$ cat src/rtl/addsub_pkg.sv
package addsub_pkg;

  typedef enum logic [1:0] {
    OPM_PASS = 2'b00,
    OPM_ADD  = 2'b01,
    OPM_SUB  = 2'b10,
    OPM_BOTH = 2'b11
  } op_mode_e;

  typedef struct packed {
    logic gate_b;
    logic invert_b;
    logic carry_in;
    logic illegal;
  } op_ctrl_t;

  function automatic op_ctrl_t decode_mode(input op_mode_e m);
    op_ctrl_t c;
    c = '0;
    unique case (m)
      OPM_PASS: c = '0;
      OPM_ADD: begin
        c.gate_b = 1'b1;
      end
      OPM_SUB: begin
        c.gate_b   = 1'b1;
        c.invert_b = 1'b1;
        c.carry_in = 1'b1;
      end
      OPM_BOTH: begin
        c.gate_b   = 1'b1;
        c.invert_b = 1'b1;
        c.carry_in = 1'b1;
        c.illegal  = 1'b1;
      end
      default: c = '0;
    endcase
    return c;
  endfunction

endpackage

$ cat src/rtl/addsub_mode_dec.sv
module addsub_mode_dec
  import addsub_pkg::*;
(
  input  logic     add_req_i,
  input  logic     sub_req_i,
  output op_ctrl_t ctrl_o
);

  op_mode_e mode;

  always_comb begin
    mode   = op_mode_e'({sub_req_i, add_req_i});
    ctrl_o = decode_mode(mode);
  end

endmodule

$ cat src/rtl/addsub_operand_gate.sv
module addsub_operand_gate #(
  parameter int W = 8
) (
  input  logic [W-1:0] opb_i,
  input  logic         gate_i,
  input  logic         invert_i,
  output logic [W-1:0] beff_o
);

  for (genvar i = 0; i < W; i++) begin : g_bit
    logic pass_true;
    logic pass_inv;
    assign pass_true  = gate_i & ~invert_i &  opb_i[i];
    assign pass_inv   = gate_i &  invert_i & ~opb_i[i];
    assign beff_o[i]  = pass_true | pass_inv;
  end

endmodule

$ cat src/rtl/addsub_ripple.sv
module addsub_ripple #(
  parameter int W = 8
) (
  input  logic [W-1:0] a_i,
  input  logic [W-1:0] b_i,
  input  logic         cin_i,
  output logic [W-1:0] sum_o,
  output logic         c_sign_in_o,
  output logic         c_sign_out_o
);

  localparam int MSB = W - 1;

  logic [W:0] chain;

  assign chain[0] = cin_i;

  for (genvar i = 0; i < W; i++) begin : g_fa
    logic half;
    assign half         = a_i[i] ^ b_i[i];
    assign sum_o[i]     = half ^ chain[i];
    assign chain[i+1]   = (a_i[i] & b_i[i]) | (chain[i] & half);
  end

  assign c_sign_in_o  = chain[MSB];
  assign c_sign_out_o = chain[W];

endmodule

$ cat src/rtl/addsub_unit.sv
module addsub_unit
  import addsub_pkg::*;
#(
  parameter int W = 8
) (
  input  logic [W-1:0] opa_i,
  input  logic [W-1:0] opb_i,
  input  logic         add_req_i,
  input  logic         sub_req_i,
  output logic [W-1:0] sum_o,
  output logic         carry_o,
  output logic         ovf_o,
  output logic         mode_err_o
);

  op_ctrl_t     ctrl;
  logic [W-1:0] b_eff;
  logic         c_into_sign;
  logic         c_out_sign;

  addsub_mode_dec u_dec (
    .add_req_i (add_req_i),
    .sub_req_i (sub_req_i),
    .ctrl_o    (ctrl)
  );

  addsub_operand_gate #(.W(W)) u_gate (
    .opb_i    (opb_i),
    .gate_i   (ctrl.gate_b),
    .invert_i (ctrl.invert_b),
    .beff_o   (b_eff)
  );

  addsub_ripple #(.W(W)) u_add (
    .a_i          (opa_i),
    .b_i          (b_eff),
    .cin_i        (ctrl.carry_in),
    .sum_o        (sum_o),
    .c_sign_in_o  (c_into_sign),
    .c_sign_out_o (c_out_sign)
  );

  assign carry_o    = c_out_sign;
  assign ovf_o      = c_into_sign ^ c_out_sign;
  assign mode_err_o = ctrl.illegal;

endmodule

$ cat config.mk
export PLATFORM = sky130hd
export DESIGN_NAME = addsub_unit
export DESIGN_NICKNAME = d
export VERILOG_FILES = /design/src/rtl/addsub_pkg.sv /design/src/rtl/addsub_mode_dec.sv /design/src/rtl/addsub_operand_gate.sv /design/src/rtl/addsub_ripple.sv /design/src/rtl/addsub_unit.sv
export SDC_FILE = /design/constraint.sdc
export NUM_CORES = 1
export LEC_CHECK = 0
export ABC_CLOCK_PERIOD_IN_PS = 22800
export BUFFER_PORTS_ARGS = -buffer_cell sky130_fd_sc_hd__buf_2
export CAP_MARGIN = 20
export CORE_AREA = 2 2 39 41
export DETAILED_ROUTE_END_ITERATION = 7
export DIE_AREA = 0 0 41 43
export GPL_TIMING_DRIVEN = 0
export PLACE_DENSITY = 0.67
export SLEW_MARGIN = 20
export SYNTH_ARGS = -nofsm -noshare
export SYNTH_HDL_FRONTEND = slang
export SYNTH_HIERARCHICAL = 1
export SYNTH_SLANG_ARGS = --single-unit
$ cat constraint.sdc
create_clock -name vclk -period 22.8
set_input_delay 6.84 -clock vclk [all_inputs]
set_output_delay 6.84 -clock vclk [all_outputs]
set_load 0.05 [all_outputs]
==> impl_metrics.env <==
export IMPL_nets=97
export IMPL_period_minus_slack_ns=17.80
export IMPL_drt_initial_drc_count=0
export IMPL_die_width_um=41
export IMPL_netlist_area_um2=363
export IMPL_final_max_slew_viol_count=0
export IMPL_cap_violations=0
export IMPL_end_kind="output port"
export IMPL_numPortBuffers=29
export IMPL_switching_share_pct=74.3
export IMPL_grt_pass1_vias=333
export IMPL_synth_compound_area_share_pct=0
export IMPL_setup_tns_ns=0
export IMPL_regArea_um2=0
export IMPL_power_frac_seq_pct=0
export IMPL_initial_core_util_pct=26.2
export IMPL_post_cts_resized=0
export IMPL_tightest_slew_ns=0.255
export IMPL_p_int_uw=8.43
export IMPL_nClkBuffers=0
export IMPL_worst_setup_path_type="input pin to output port"
export IMPL_post_route_period_util_pct=78.1
export IMPL_yosys_warnings=6
export IMPL_synth_top_family_by_area="adder cells"
export IMPL_viasPerCell=3.95
export IMPL_synth_mux_area_fraction_pct=0
export IMPL_hp_class="input pin to output port"
export IMPL_synthSimpleGateAreaFrac_pct=17.6
export IMPL_synthAdderAreaFrac_pct=44.1
export IMPL_place_congestion=0.633
export IMPL_synthCells=40
export IMPL_cellLeakagePower_uw=0.000304
export IMPL_ys_seq_area_share_pct=0
export IMPL_overflow=0
export IMPL_finalHoldViolCount=0
export IMPL_required_ns=15.96
export IMPL_critPathLaunchType="input pin"
export IMPL_multi_input_area_um2=303
export IMPL_grt_antenna_before_repair=0
export IMPL_post_drt_wl_per_cell_um=7.81
export IMPL_synth_xor_xnor_area_share_pct=21.7
export IMPL_fmax_mhz=56.2
export IMPL_post_route_util_pct=38.2
export IMPL_coreArea_um2=1380
export IMPL_ys_types=9
export IMPL_drt_wl_total_um=664
export IMPL_final_setup_viol_count=0
export IMPL_drive_gt1_share_pct=46.4
export IMPL_rsz0062_at_grt="no"
export IMPL_design_seq_count=0
export IMPL_dr_pass1_iters=1
export IMPL_critical_path_arrival_ns=10.96
export IMPL_p_sw_uw=24.4
export IMPL_route_vias_total=336
export IMPL_grt_max_degree=9
export IMPL_n_antenna_cell=0
export IMPL_rows=14
export IMPL_die_height_um=43
export IMPL_grt_pass1_wl_um=1230
export IMPL_top_level_ports=29
export IMPL_ir_drop_mv=0.0231
export IMPL_hold_buffers=0
export IMPL_slew_headroom_pct=83.1
export IMPL_layout_area_overhead_vs_synth_pct=45.5
export IMPL_power_density_nw_per_um2=62.1
export IMPL_drc=0
export IMPL_dpl_hpwl_um=652
export IMPL_clockPowerShare_pct=0
export IMPL_dieArea_um2=1760
export IMPL_cts_setup_buffers=0
export IMPL_status="complete, no violations"
export IMPL_syn_area_per_cell_um2=9.07
export IMPL_drtAntennaViolNets=0
export IMPL_grt_usage_pct=9.34
export IMPL_p_comb_share_pct=100.0
export IMPL_critical_path_max_fanout=8
export IMPL_syn_nets=66
export IMPL_fillers=151
## per-stage QoR
| stage | area, um2 | setup WS [ns] | std cells | total power (uW) | hold slack [ns] |
|---|---|---|---|---|---|
| 6_report | 528 | 5.00 | 85 | 32.8 | 14.13 |
| 5_1_grt | 528 | 4.75 | 85 | 35.5 | 14.15 |
| 4_1_cts | 528 | 4.96 | 85 | 33.3 | 14.13 |
| 3_5_place_dp | 528 | 4.96 | 85 | 33.2 | 14.13 |
| 3_3_place_gp | 528 | 5.03 | 85 | 32.6 | 14.13 |
| 2_1_floorplan | 363 | 4.60 | 40 | 28.1 | 13.93 |
## area by class of cell
class | instances | area share, %
buffer | 3 | 4.27
timing repair buffer | 29 | 27.5
multi-input combinational | 27 | 57.3
tap | 16 | 3.79
inverter | 10 | 7.11
## power by group through the flow
stage / Clock, uW / Sequential, uW / Combinational, uW
after floorplan: 0 / 0 / 28.1
after global placement: 0 / 0 / 32.6
after detailed placement: 0 / 0 / 33.2
after CTS: 0 / 0 / 33.3
after global routing: 0 / 0 / 35.5
final: 0 / 0 / 32.8
## critical path, stage by stage
cell	delay, ns
buf_2	0.11
clkbuf_1	0.11
buf_4	0.13
buf_6	0.13
xor2_1	0.15
and2_1	0.17
fa_1	0.38
inv_1	0.08
fa_1	0.15
inv_1	0.05
fa_1	0.38
fa_1	0.39
fa_1	0.38
fa_1	0.37
inv_1	0.09
fa_1	0.16
inv_1	0.07
fa_1	0.39
xor2_1	0.15
buf_2	0.27
## cell usage after synthesis (all sizes together)
master / number / share of area, %
fa: 8 / 44
buf: 2 / 5.2
or2: 1 / 1.7
and2: 9 / 16
inv: 10 / 10
clkbuf: 1 / 1.0
xor2: 9 / 22
## routing by layer
metal,part of all wire (%),global-route usage [%]
met5,0,0
met4,0,0
met3,11,0.524
met2,53,17.2
met1,36,12.0
## cells by family after synthesis
group | count (synthesis)
adders and majority gates | 8
xor gates and xnor gates | 9
buffers and inverters | 13
and+or+nand+nor | 10
## placed cells by master (no fill, tap or decap)
cell	netlist	final
or2_1	1	1
and2_1	8	8
xor2_1	9	9
buf_2	0	29
and2_2	1	1
fa_1	8	8
clkbuf_1	1	1
buf_4	1	1
inv_1	10	10
buf_6	1	1
## final timing paths
kind	startpoint	to	slack [ns]	cells after the start
setup / recovery	sub_req_i	ovf_o	5.00	20
hold / removal	add_req_i	mode_err_o	14.13	3
Power figures use the tool's default switching activity.
